==> config.mk <==
export PLATFORM = sky130hd
export DESIGN_NAME = vbranch_eval
export DESIGN_NICKNAME = d
export VERILOG_FILES = /design/src/rtl/vbe_pkg.sv /design/src/rtl/vbe_elem.sv /design/src/rtl/vbe_seq.sv /design/src/rtl/vbranch_eval.sv
export SDC_FILE = /design/constraint.sdc
export NUM_CORES = 1
export LEC_CHECK = 0
export ABC_AREA = 1
export BUFFER_PORTS_ARGS = -buffer_cell sky130_fd_sc_hd__buf_2
export CAP_MARGIN = 20
export CORE_ASPECT_RATIO = 0.6
export CORE_MARGIN = 3
export CORE_UTILIZATION = 60
export DETAILED_ROUTE_END_ITERATION = 7
export GPL_ROUTABILITY_DRIVEN = 0
export PLACE_DENSITY = 0.86
export SYNTH_ARGS = -nofsm -noshare
export SYNTH_HDL_FRONTEND = slang
export SYNTH_SLANG_ARGS = --single-unit
==> constraint.sdc <==
create_clock -name clk -period 7.36 [get_ports clk]
set_input_delay 1.84 -clock clk [delete_from_list [all_inputs] [get_ports clk]]
set_output_delay 1.84 -clock clk [all_outputs]
set_load 0.02 [all_outputs]
==> src/rtl/vbe_pkg.sv <==
package vbe_pkg;
  localparam int CF_W = 4;

  typedef struct packed {
    logic [3:0] bo;
    logic       all;
    logic       sz;
    logic       snz;
    logic       ctrtest;
    logic       cti;
    logic       vlset;
    logic       vsb;
    logic       vli;
    logic       lk;
    logic       lru;
    logic       scalar;
    logic       mode64;
    logic [1:0] sel;
  } vbe_ctrl_t;
endpackage

==> src/rtl/vbe_elem.sv <==
// Combinational evaluation of one element: skip, decrement and result.
module vbe_elem
  import vbe_pkg::*;
#(
  parameter int CTR_W = 64
) (
  input  vbe_ctrl_t        ctrl,
  input  logic             pbit,
  input  logic [CF_W-1:0]  field,
  input  logic [CTR_W-1:0] ctr,
  output logic             skip,
  output logic             dec,
  output logic             res
);
  localparam int HALF = CTR_W / 2;

  // field bit 3 is selector 0: build the reversed view once
  logic [CF_W-1:0] rev;
  for (genvar g = 0; g < CF_W; g++) begin : g_rev
    assign rev[g] = field[CF_W-1-g];
  end

  logic testbit, cond, nz, cok;

  always_comb begin
    skip    = !pbit && !ctrl.sz;
    testbit = pbit ? rev[ctrl.sel] : ctrl.snz;
    cond    = ctrl.bo[0] | (testbit == ctrl.bo[1]);
    nz      = ctrl.mode64 ? (ctr != '0) : (ctr[HALF-1:0] != '0);
    cok     = ctrl.bo[2] | (nz ^ ctrl.bo[3]);
    res     = cond & cok;
    if (skip) dec = !ctrl.bo[2] && ctrl.ctrtest && !ctrl.cti;
    else      dec = !ctrl.bo[2] && !(ctrl.ctrtest && (cond ^ ctrl.cti));
  end
endmodule

==> src/rtl/vbe_seq.sv <==
// Walk sequencer: captures the command, steps elements, registers results.
module vbe_seq
  import vbe_pkg::*;
#(
  parameter int MAX_VL = 128,
  parameter int CTR_W  = 64,
  localparam int IDX_W = $clog2(MAX_VL)
) (
  input  logic             clk,
  input  logic             rst_n,
  input  logic             start_i,
  input  logic [IDX_W-1:0] vl_i,
  input  logic [MAX_VL-1:0] pred_i,
  input  logic [IDX_W-1:0] base_i,
  input  vbe_ctrl_t        ctrl_i,
  input  logic [CTR_W-1:0] ctr_i,
  output logic [IDX_W-1:0] rd_idx_o,
  output vbe_ctrl_t        ctrl_q_o,
  output logic             pbit_o,
  output logic [CTR_W-1:0] ctr_cur_o,
  input  logic             skip_i,
  input  logic             dec_i,
  input  logic             res_i,
  output logic             busy_o,
  output logic             taken_o,
  output logic [CTR_W-1:0] ctr_o,
  output logic             vv_o,
  output logic [IDX_W-1:0] vn_o,
  output logic             link_o,
  output logic             done_o,
  output logic [IDX_W-1:0] vl_lat_o,
  output logic [IDX_W-1:0] base_lat_o
);
  localparam logic [CTR_W-1:0] ONE = {{(CTR_W-1){1'b0}}, 1'b1};

  vbe_ctrl_t         c_q;
  logic [MAX_VL-1:0] pred_q;
  logic [IDX_W-1:0]  vl_q, base_q, step_q, step_inc;
  logic [CTR_W-1:0]  ctr_q, ctr_n;
  logic              busy_q, acc_q, acc_n, trunc, stop, last;

  assign step_inc   = step_q + IDX_W'(1);
  assign rd_idx_o   = c_q.scalar ? base_q : base_q + step_q;
  assign pbit_o     = pred_q[step_q];
  assign ctr_cur_o  = ctr_q;
  assign ctrl_q_o   = c_q;
  assign busy_o     = busy_q;
  assign vl_lat_o   = vl_q;
  assign base_lat_o = base_q;

  always_comb begin
    last  = (step_inc == vl_q);
    ctr_n = ctr_q;
    acc_n = acc_q;
    trunc = 1'b0;
    stop  = 1'b0;
    if (vl_q == '0) begin
      stop = 1'b1;
    end else begin
      if (dec_i) ctr_n = ctr_q - ONE;
      if (skip_i) begin
        stop = last;
      end else begin
        acc_n = c_q.all ? (acc_q & res_i) : (acc_q | res_i);
        trunc = c_q.vlset && (c_q.vsb == res_i);
        stop  = trunc || (res_i != c_q.all) || c_q.scalar || last;
      end
    end
  end

  always_ff @(posedge clk) begin
    if (!rst_n) begin
      c_q <= '0; pred_q <= '0; vl_q <= '0; base_q <= '0; step_q <= '0;
      ctr_q <= '0; busy_q <= 1'b0; acc_q <= 1'b0;
      taken_o <= 1'b0; ctr_o <= '0; vv_o <= 1'b0; vn_o <= '0;
      link_o <= 1'b0; done_o <= 1'b0;
    end else begin
      done_o <= 1'b0;
      if (!busy_q) begin
        if (start_i) begin
          c_q    <= ctrl_i;
          pred_q <= pred_i;
          vl_q   <= vl_i;
          base_q <= base_i;
          ctr_q  <= ctr_i;
          acc_q  <= ctrl_i.all;
          step_q <= '0;
          busy_q <= 1'b1;
        end
      end else begin
        ctr_q  <= ctr_n;
        acc_q  <= acc_n;
        step_q <= step_inc;
        if (stop) begin
          busy_q  <= 1'b0;
          done_o  <= 1'b1;
          taken_o <= acc_n;
          ctr_o   <= ctr_n;
          vv_o    <= trunc;
          vn_o    <= trunc ? (c_q.vli ? step_inc : step_q) : '0;
          link_o  <= c_q.lk ^ (c_q.lru & acc_n);
        end
      end
    end
  end
endmodule

==> src/rtl/vbranch_eval.sv <==
module vbranch_eval
  import vbe_pkg::*;
#(
  parameter int MAX_VL = 128,
  parameter int CTR_W  = 64,
  localparam int IDX_W = $clog2(MAX_VL)
) (
  input  logic              clk,
  input  logic              rst_n,
  input  logic              start_i,
  input  logic [IDX_W-1:0]  vl_i,
  input  logic [MAX_VL-1:0] pred_i,
  input  logic [IDX_W-1:0]  cf_base_i,
  input  logic [1:0]        bit_sel_i,
  output logic [IDX_W-1:0]  rd_idx_o,
  input  logic [CF_W-1:0]   rd_field_i,
  input  logic [3:0]        bo_i,
  input  logic              all_i,
  input  logic              sz_i,
  input  logic              snz_i,
  input  logic              ctrtest_i,
  input  logic              cti_i,
  input  logic              vlset_i,
  input  logic              vsb_i,
  input  logic              vli_i,
  input  logic              lk_i,
  input  logic              lru_i,
  input  logic              scalar_i,
  input  logic              mode64_i,
  input  logic [CTR_W-1:0]  ctr_i,
  output logic              busy_o,
  output logic              taken_o,
  output logic [CTR_W-1:0]  ctr_o,
  output logic              vl_new_valid_o,
  output logic [IDX_W-1:0]  vl_new_o,
  output logic              link_o,
  output logic              done_o
);
  vbe_ctrl_t        ctrl_in, ctrl_q;
  logic             pbit, skip, dec, res;
  logic [CTR_W-1:0] ctr_work;
  logic [IDX_W-1:0] vl_lat, base_lat;

  always_comb begin
    ctrl_in.bo      = bo_i;
    ctrl_in.all     = all_i;
    ctrl_in.sz      = sz_i;
    ctrl_in.snz     = snz_i;
    ctrl_in.ctrtest = ctrtest_i;
    ctrl_in.cti     = cti_i;
    ctrl_in.vlset   = vlset_i;
    ctrl_in.vsb     = vsb_i;
    ctrl_in.vli     = vli_i;
    ctrl_in.lk      = lk_i;
    ctrl_in.lru     = lru_i;
    ctrl_in.scalar  = scalar_i;
    ctrl_in.mode64  = mode64_i;
    ctrl_in.sel     = bit_sel_i;
  end

  vbe_elem #(.CTR_W(CTR_W)) u_elem (
    .ctrl(ctrl_q), .pbit(pbit), .field(rd_field_i), .ctr(ctr_work),
    .skip(skip), .dec(dec), .res(res)
  );

  vbe_seq #(.MAX_VL(MAX_VL), .CTR_W(CTR_W)) u_seq (
    .clk(clk), .rst_n(rst_n), .start_i(start_i), .vl_i(vl_i), .pred_i(pred_i),
    .base_i(cf_base_i), .ctrl_i(ctrl_in), .ctr_i(ctr_i), .rd_idx_o(rd_idx_o),
    .ctrl_q_o(ctrl_q), .pbit_o(pbit), .ctr_cur_o(ctr_work),
    .skip_i(skip), .dec_i(dec), .res_i(res), .busy_o(busy_o),
    .taken_o(taken_o), .ctr_o(ctr_o), .vv_o(vl_new_valid_o), .vn_o(vl_new_o),
    .link_o(link_o), .done_o(done_o), .vl_lat_o(vl_lat), .base_lat_o(base_lat)
  );
endmodule

; Yosys cells after proc, flatten, opt, wreduce, memory -nomap -nowiden
; Index checks and enable logic that the tools add are counted.
[totals]
output_inout_bits = 83
input_bits = 231
ram_bits = 0
mem_count = 0
latchBits = 0
word_cells = 96
mem_bits_ro = 0
reg_bits = 308
[classes]
div = 0
n_eq_ne = 4
muxes = 29
multipliers = 0
magnitude_cmp = 2
n_bitwise = 10
add_sub_neg = 3
shifts = 0
reduce_logical = 21
[op_table]
columns = op, n
row1 = $mux W64, 4
row2 = $reduce_bool A64 Y1, 1
row3 = $sub A64 B1 Y64 const B, 1
row4 = $mux W7, 5
row5 = $reduce_bool A32 Y1, 1
row6 = $mux W1, 18
row7 = $lt A7 B8 Y1 const B, 1
row8 = $add A7 B1 Y7 const B, 1
row9 = $add A7 B7 Y7, 1
row10 = $bmux W1 S7, 1
row11 = $eq A7 B7 Y1, 1
row12 = $logic_not A7 Y1, 1
row13 = $logic_and A1 B1 Y1, 6
row14 = $reduce_and A2 Y1, 3
row15 = $logic_not A1 Y1, 5
row16 = $and A1 B1 Y1, 3
row17 = $logic_or A1 B1 Y1, 3
row18 = $lt A2 B3 Y1 const B, 1
row19 = $or A1 B1 Y1, 3
row20 = $xor A1 B1 Y1, 3
row21 = $bmux W1 S2, 1
row22 = $eq A1 B1 Y1, 2
row23 = $reduce_bool A2 Y1, 1
row24 = $ne A1 B1 Y1, 1
row25 = $not A1 Y1, 1

; Longest topological paths before layout
; Gate-level depths: netlist of the first run.
[depth]
word_depth = 15
mapped_depth = 28
mapped_depth_nobuf = 24

; Cells and area by module
; From an unflattened synthesis of the first run, not the netlist that was laid out.
[unflattened]
cells_unflattened = 2365
area_unflattened_um2 = 15398.5
[modules_own_cells]
columns = module, area_per_inst_um2, instances, cells_each, seq_area_each_um2
row1 = vbe_seq, 15000.6, 1, 2271, 6165.9
row2 = vbe_elem, 397.9, 1, 94, 0.0

; Least setup slack after synthesis of the first run
; OpenSTA, ideal clock, no wires.
[synth_timing]
path_kind = reg-to-output
start = register u_seq.step_q[1]
end = output rd_idx_o[6]
required_time_ps = 5520
arrival_time_ps = 2177
path_slack_ps = 3343
n_path_buf = 2
path_stages_with_launch = 16
cell_sequence = dfxtp_1 buf_2 inv_2 buf_2 fa_1 inv_1 a21oi_1 nor2_1 nor2_1 nor2_1 nor2_1 nor2_1 nor2_1 nand2_1 nand3_1 xnor2_1
[synth_via]
elab_chain_cells = 2
[synth_lines]
columns = element, line
row1 = from (decl), vbe_seq.sv:38  ; logic [IDX_W-1:0] vl_q, base_q, step_q, step_inc;
row2 = from (signal assigned), vbe_seq.sv:93  ; step_q <= step_inc;
row3 = $add A7 B7 Y7, vbe_seq.sv:43  ; assign rd_idx_o = c_q.scalar ? base_q : base_q + step_q;
row4 = $mux W7, vbe_seq.sv:43
row5 = to (decl), vbranch_eval.sv:15  ; output logic [IDX_W-1:0] rd_idx_o,
; No other way between the ends.

; Final worst setup path of the first run
[layout_timing]
start = register u_seq.step_q[0]
end = output rd_idx_o[6]
; Same word-level chain as after synthesis.

==> results.md, run 1 <==
* Ys async rst share at 0%
* Met3 Use GR at 7.71%
* Global-route wire length before repair at 84000 um
* Die Wd at 217 um
* CTS buffer count at 28
* Clock power share at 35.9%
* Pwr Density at 247 mW/mm2
* RSZ-0062 raised after global routing: false
* Register-to-register setup slack at approximately 2 ns
* Leak at 9.16 nW
* CORE AREA at between 0.02 and 0.03 mm2
* DR vias at 18300
* Setup TNS at 0 ns
* Number of synthesis warnings at 0
* Total track usage at a little over a third
* Worst setup SP type: register
* 1st-iter DRT viols at 2521
* Critical path depth at 16
* Initial antenna violation count at 3
* Placed cell area at between 0.015 and 0.02 mm2
* Internal power at 3.07 mW
* Net Sw Frac at between 30% and 40%
* Critical-path cell list: buf_4 -> ha_1 -> inv_1 -> fa_1 -> inv_1 -> a21oi_1 -> nor2_1 -> nor2_1 -> nor2_1 -> nor2_1 -> nor2_1 -> nor2_1 -> nand2_1 -> nand3_1 -> xnor2_1 -> buf_2
* Critical R2R Capture: u_seq.ctr_o[9]
* CP Launch Point: u_seq.step_q[0]
* Post-CTS Hold Buffers at 0
* Root buf cell: clkbuf_16
* Bufs and invs on worst path at 4
* Initial Util at 62.2%
* Clk sinks at a little over 300
* FP Rows at between 40 and 50
* Unique masters post-synth at 37
* Critical path type: reg -> out
* Nets at 2983
* Most frequent cell after synthesis: nand2_1
* Worst Tran Pin Value at 1.11 ns
* Sw Pwr at 1.51 mW
* Rel. slew slack at 25.8%
* Worst r2r path cells at 23
* Final setup violation count at 0
* CTS tree: yes
* Max_cap viols at 0
* CTS resizes at 0
* Met1 GRT Util at 52.1%
* Hold crit path type: reg -> reg
* Gr busiest metal: met1
* Top cell type's share of synthesized area at 38.5%
* H-tree Lvls at 1
* Layout cell share with drive strength beyond 1 at 14.6%
* Avg Cell Area, Syn at roughly 6.3 um2
* Combinational share of power at between 20 and 25%
* Yosys top cell by area: dfxtp_1
* Seq/Total Area, Yosys at 38.5%
* Setup Buffers After CTS at 0
* Synth Flop Type: dfxtp_1
* Mapped cell area at 0.0160 mm2
* Post-synth top cells: nand2_1, nor2_1, nand3_1
* Sequential share of power at between 40% and 50%
* Min Hold Slack at 0.462 ns
* CP max FO at 71
* Final WL at 54000 um
* Syn Inst Count at 2535
* Number of fill cells at 2181
* Met2 usage in global routing at 51.4%
* GRT Residual Overflow at 0
* Vias in the first global route at about 16000
* Critical path's top delay family: buffers and inverters
* Critical Path Sink Type: primary output
* Chip Height at 133 um
* DR pass1 iterations at 8
* Hold Vio Cnt, Final at 0
* Post-layout minimum cycle time at roughly 5.3 ns
* Reg2Reg Launch Point: u_seq.step_q[2]
* Crit path max-delay cell type: buf_4
* Worst-skew pair later-pin latency at ~0.56 ns
* Number of synthesized flops with an enable pin at 0
* Final worst path period share at 72.5%
* Reg clk slew, reported paths at 0.07 ns
* Die ar. at around 0.029 mm2
* Final Util at just over 70%
* Skew final at 0.0136 ns
* Mean number of vias per cell at 5.86
* Port Buffer Count at 313
* Longest Clk Path Bufs at 3
* Peak supply drop at roughly 180 uV
* IO Pins at roughly 310
* Fin area at 0.0186 mm2
* Maximum clock rate at ~190 MHz
* Wire per inst at 17.3 um
* Largest net degree at the start of global routing at 124
* Synth area leaders: dfxtp_1, nand2_1, nor2_1, nand3_1, o21ai_0
* Slowest stage delay, CP at ~0.63 ns
* Detailed-route DRC error count at 0
* Synthesized flop and latch total at 308
* HPWL Detailed at 37100 um
* Area grow syn2layout at 15.8%
* Cell repeated most along the worst path: nor2_1
* Status: completed
* Crit path DAT at 3.50 ns
* Antenna viol nets, final at 0
* Critical path data required time at ~5.5 ns
* Mapped Nets at 2776
* Worst setup path endpoint: rd_idx_o[6]
* Fin. max-slew vios at 0
worst min path at each step:
stage | slack (ns) | endpoint | start | depth (start not counted)
6_report | 0.46 | u_seq.ctr_o[26] | u_seq.ctr_o[26] | 2
5_1_grt | 0.48 | u_seq.ctr_o[15] | u_seq.ctr_o[15] | 2
3_3_place_gp | 0.45 | u_seq.ctr_o[23] | u_seq.ctr_o[23] | 2
3_5_place_dp | 0.46 | u_seq.ctr_o[26] | u_seq.ctr_o[26] | 2
2_1_floorplan | 0.44 | u_seq.ctrl_q_o[13] | u_seq.ctrl_q_o[13] | 2
4_1_cts | 0.46 | u_seq.ctr_o[25] | u_seq.ctr_o[25] | 2
power groups by stage:
stage	sequential [mW]	clock, mW	combinational [mW]
6_report	1.90	1.65	1.04
5_1_grt	1.91	1.71	1.15
4_1_cts	1.89	1.65	0.999
3_5_place_dp	1.93	0	0.989
3_3_place_gp	1.93	0	0.960
2_1_floorplan	1.92	0	0.707
area by class of cell:
class	count	area (um2)	share of cell area [%]
Multi-Input combinational cell	1809	8170	44.0
Sequential cell	308	6170	33.2
Timing Repair Buffer	331	1760	9.48
Inverter	264	993	5.35
Clock buffer	36	782	4.21
Tap cell	352	440	2.37
Clock inverter	16	246	1.33
Antenna cell	2	5.00	0.0270
per-layer routing:
layer | up-vias | share of wire, %
met5 | - | 0.024
met4 | 2 | 2.9
met3 | 142 | 13
met2 | 1156 | 42
met1 | 8376 | 43
li1 | 8606 | -
state kept, by name, summed over array words and instances (netlist names), 7 cells and up:
name              cells
u_seq.vl_lat_o        7
u_seq.vn_o            7
u_seq.pred_q        128
u_seq.ctr_o          64
u_seq.ctr_cur_o      64
u_seq.ctrl_q_o       18
u_seq.base_lat_o      7
u_seq.step_q          7
logic make-up (layout without fill, tap and decap cells):
kind of cell / Yosys count / in the layout / share of synthesized area (%)
AO/OA/AOI/OAI: 341 / 341 / 10.9
XOR/XNOR: 8 / 8 / 0.437
adder cells (fa/ha/maj): 10 / 10 / 0.827
buffers and inverters: 418 / 647 / 10.7
flip-flops: 308 / 308 / 38.5
other: 0 / 2 / 0
AND/OR/NAND/NOR: 1450 / 1450 / 38.7
tightest hold or removal path: stages (launching register included):
cell and delay (ns):
dfxtp_1 0.31, nand3_1 0.07, nand2_1 0.04
cell usage in the layout (no fill, tap or decap), drive strengths merged, types with 3 or more instances in the layout:
cell type	n
nor4	15
buf	331
a21oi	97
clkbuf	36
xnor2	4
o21ai	232
inv	265
nor3	16
nand2	542
ha	9
bufinv	6
nand3	328
dfxtp	308
or2	3
xor2	4
nor2	452
clkinv	7
nand4	91
stage by stage:
step	std cells	power, mW	setup slack [ns]
floorplan	2535	2.62	3.34
global placement	3061	2.89	2.22
detailed placement	3061	2.92	2.08
CTS	3113	4.54	2.07
global route	3118	4.77	1.71
finish	3118	4.58	2.02
No activity file was read; power rests on OpenSTA's default activity.
==> run 2: changes to the inputs <==
--- a/config.mk
+++ b/config.mk
@@ -10,10 +10,10 @@
 export CAP_MARGIN = 20
 export CORE_ASPECT_RATIO = 0.6
 export CORE_MARGIN = 3
-export CORE_UTILIZATION = 60
+export CORE_UTILIZATION = 51
 export DETAILED_ROUTE_END_ITERATION = 7
 export GPL_ROUTABILITY_DRIVEN = 0
-export PLACE_DENSITY = 0.86
+export PLACE_DENSITY = 0.78
 export SYNTH_ARGS = -nofsm -noshare
 export SYNTH_HDL_FRONTEND = slang
 export SYNTH_SLANG_ARGS = --single-unit
==> constraint.sdc (replaced) <==
create_clock -name clk -period 4.86 [get_ports clk]
set_input_delay 1.215 -clock clk [delete_from_list [all_inputs] [get_ports clk]]
set_output_delay 1.215 -clock clk [all_outputs]
set_load 0.02 [all_outputs]
==> run 2 against run 1 <==
  * Final cell count rose by 2.3%
  * Global-route usage fell by 4.4 points
  * Worst setup slack got worse by 1.6 ns
  * Hold slack improved by 0.0013 ns
  * Clock power rose by 67%
  * Die area rose by 17%
  * Cell area rose by 1.8%
  * Sequential share of layout area fell by 0.60 points
  * Critical endpoint unchanged
  * Sequential power rose by 52%
  * Largest cell class unchanged
  * Register-to-register slack got worse by 1.2 ns
  * First-iteration DRC count fell by 20%
  * Via count fell by 1.8%
==> results.md, run 2 (synthesis gave the netlist of run 1 again) <==
* CTS buffer count at 30 (+7.1%)
* Die ar. at 0.0337 mm2 (+17%)
* Worst r2r path cells at 24 (+4.3%)
* CTS resizes at 0 (unchanged)
* Most flops, register: u_seq.pred_q
* Detailed-route DRC error count at 0 (unchanged)
* Global-route wire length before repair at 85200 um (+1.4%)
* Clk sinks at 308 (unchanged)
* Mean number of vias per cell at 5.63 (-4.0%)
* Initial antenna violation count at 4 (+1)
* CORE AREA at 0.0305 mm2 (+18%)
* Setup Buffers After CTS at 0 (unchanged)
* Rel. slew slack at 35.9% (+10 points)
* Initial Util at 52.6% (-9.6 points)
* Critical Path Sink Type: primary output
* Post-CTS Hold Buffers at 0 (unchanged)
* GRT Residual Overflow at 0 (unchanged)
* Hold Path Depth at 2 (unchanged)
* Total power draw at 7.22 mW (+57%)
* Vias in the first global route at 16200 (-1.2%)
* 1st-iter DRT viols at 2028 (-20%)
* Antenna viol nets, final at 0 (unchanged)
* Sequential share of power at 40.0% (-1.5 points)
* Total track usage at 30.9% (-4.4 points)
* Max reg flops at 128 (unchanged)
* Status: completed
* Port Buffer Count at 313 (unchanged)
* RSZ-0062 raised after global routing: false
* Register-to-register setup slack at 0.86 ns (-1.17 ns)
* Worst Hold Launch: u_seq.vn_o[4]
* CTS tree: yes
* Pwr Density at 382 mW/mm2 (+55%)
* HPWL Detailed at 38300 um (+3.2%)
* FP Rows at 49 (+8.9%)
* Hold crit path type: reg -> reg
* Hold Vio Cnt, Final at 0 (unchanged)
* Worst setup SP type: register
* Critical R2R Capture: u_seq.ctr_o[47]
* DR pass1 iterations at 6 (-2)
* Wire per inst at 17.2 um (-0.95%)
* Reg clk slew, reported paths at 0.07 ns (about the same)
* Top Metal Used: met5
* Post-layout minimum cycle time at between 4 and 5 ns
* Worst-skew pair later-pin latency at 0.58 ns (+0.02 ns)
* Met3 WL at 5940 um (-13%)
* Root buf cell: clkbuf_16
* Nets at 2999 (+0.54%)
* Longest Clk Path Bufs at 3 (unchanged)
* Most common cell after layout, fill and taps aside: nand2_1
* DR vias at 18000 (-1.8%)
* WHS Endpoint: u_seq.vn_o[4]
* Critical path type: reg -> out
* Fin. max-slew vios at 0 (unchanged)
* Final WL at 54800 um (+1.4%)
* Max_cap viols at 0 (unchanged)
* Area grow syn2layout at 18.0%
* Combinational share of power at 21.9% (-0.7 points)
* Internal power at 4.88 mW (+59%)
* Maximum clock rate at 225 MHz
* Critical path data required time at 3.64 ns (-1.88 ns)
* Crit path DAT at 3.24 ns (-0.26 ns)
* Clock power share at 38.1% (+2.2 points)
* Die Wd at 235 um (+8.2%)
* Reg2Reg Launch Point: u_seq.step_q[0]
* Sw Pwr at 2.33 mW (+54%)
* Peak supply drop at 276 uV (+53%)
* CP max FO at 34 (-52%)
* Layout cell share with drive strength beyond 1 at 15.2% (+0.62 points)
* WL met2 at 22200 um (-1.5%)
* Final worst path period share at 91.6%
* Commonest non-fill, non-tap cells in the layout: nand2_1, nor2_1, nand3_1
* Largest net degree at the start of global routing at 209 (+69%)
* Leak at 9.32 nW (+1.7%)
* H-tree Lvls at 1 (unchanged)
* Setup TNS at 0 ns (unchanged)
* IO Pins at 314 (unchanged)
* Final setup violation count at 0 (unchanged)
* Skew final at 0.0208 ns (+0.00718 ns)
* Worst Tran Pin Value at 0.961 ns (-0.152 ns)
* Chip Height at 143 um (+8.1%)
* Wire length on met1 at 25100 um (+8.9%)
* Net Sw Frac at 32.3% (-0.70 points)
run 2: worst max path at each step:
stage,start,end,slack [ns],cells past startpoint
after floorplan,u_seq.step_q[1],rd_idx_o[6],1.47,15
after global placement,rd_field_i[2],u_seq.ctr_o[41],1.06,16
after detailed placement,rd_field_i[3],u_seq.ctr_o[11],0.99,16
after CTS,u_seq.step_q[1],rd_idx_o[6],0.40,14
after global routing,u_seq.step_q[1],rd_idx_o[6],0.12,14
final,u_seq.step_q[0],rd_idx_o[6],0.41,15
run 2: final cells by class:
cell class                      count  area [um2]
Multi-Input combinational cell   1809        8170
Inverter                          264         993
Antenna cell                        1        2.50
Clock buffer                       39         866
Tap cell                          408         510
Fill cell                        2783       11600
Sequential cell                   308        6170
Timing Repair Buffer              345        1900
Clock inverter                     17         295
run 2: routing by layer:
metal,vias to the layer above,track usage (%)
li1,8650,-
met1,8217,46.2
met2,965,44.9
met3,124,6.35
met4,6,8.56
met5,-,0
run 2: power by group through the flow:
| stage | Combinational (mW) | Sequential [mW] | Clock [mW] |
|---|---|---|---|
| final | 1.58 | 2.89 | 2.75 |
| after global routing | 1.76 | 2.90 | 2.88 |
| after CTS | 1.54 | 2.88 | 2.78 |
| after detailed placement | 1.54 | 2.93 | 0 |
| after global placement | 1.49 | 2.93 | 0 |
| after floorplan | 1.07 | 2.90 | 0 |
run 2: stage by stage:
stage	hold WS, ns	area (um2)	util, %	instances	setup slack [ns]
floorplan	0.441	16000	-	2535	1.47
global placement	0.449	17700	58.2	3133	1.06
detailed placement	0.456	17700	58.2	3133	0.989
CTS	0.466	18900	62.0	3189	0.402
global route	0.480	18900	62.0	3191	0.119
finish	0.463	18900	62.0	3191	0.406
run 2: critical path: stages (launching register included):
cell,delay (ns)
dfxtp_2,0.81
ha_1,0.30
inv_1,0.06
fa_1,0.35
inv_1,0.09
a21oi_1,0.07
nor2_1,0.10
nor2_1,0.06
nor2_1,0.11
nor2_1,0.05
nor2_1,0.12
nor2_1,0.05
nand2_1,0.05
nand3_1,0.10
xnor2_1,0.15
buf_2,0.18
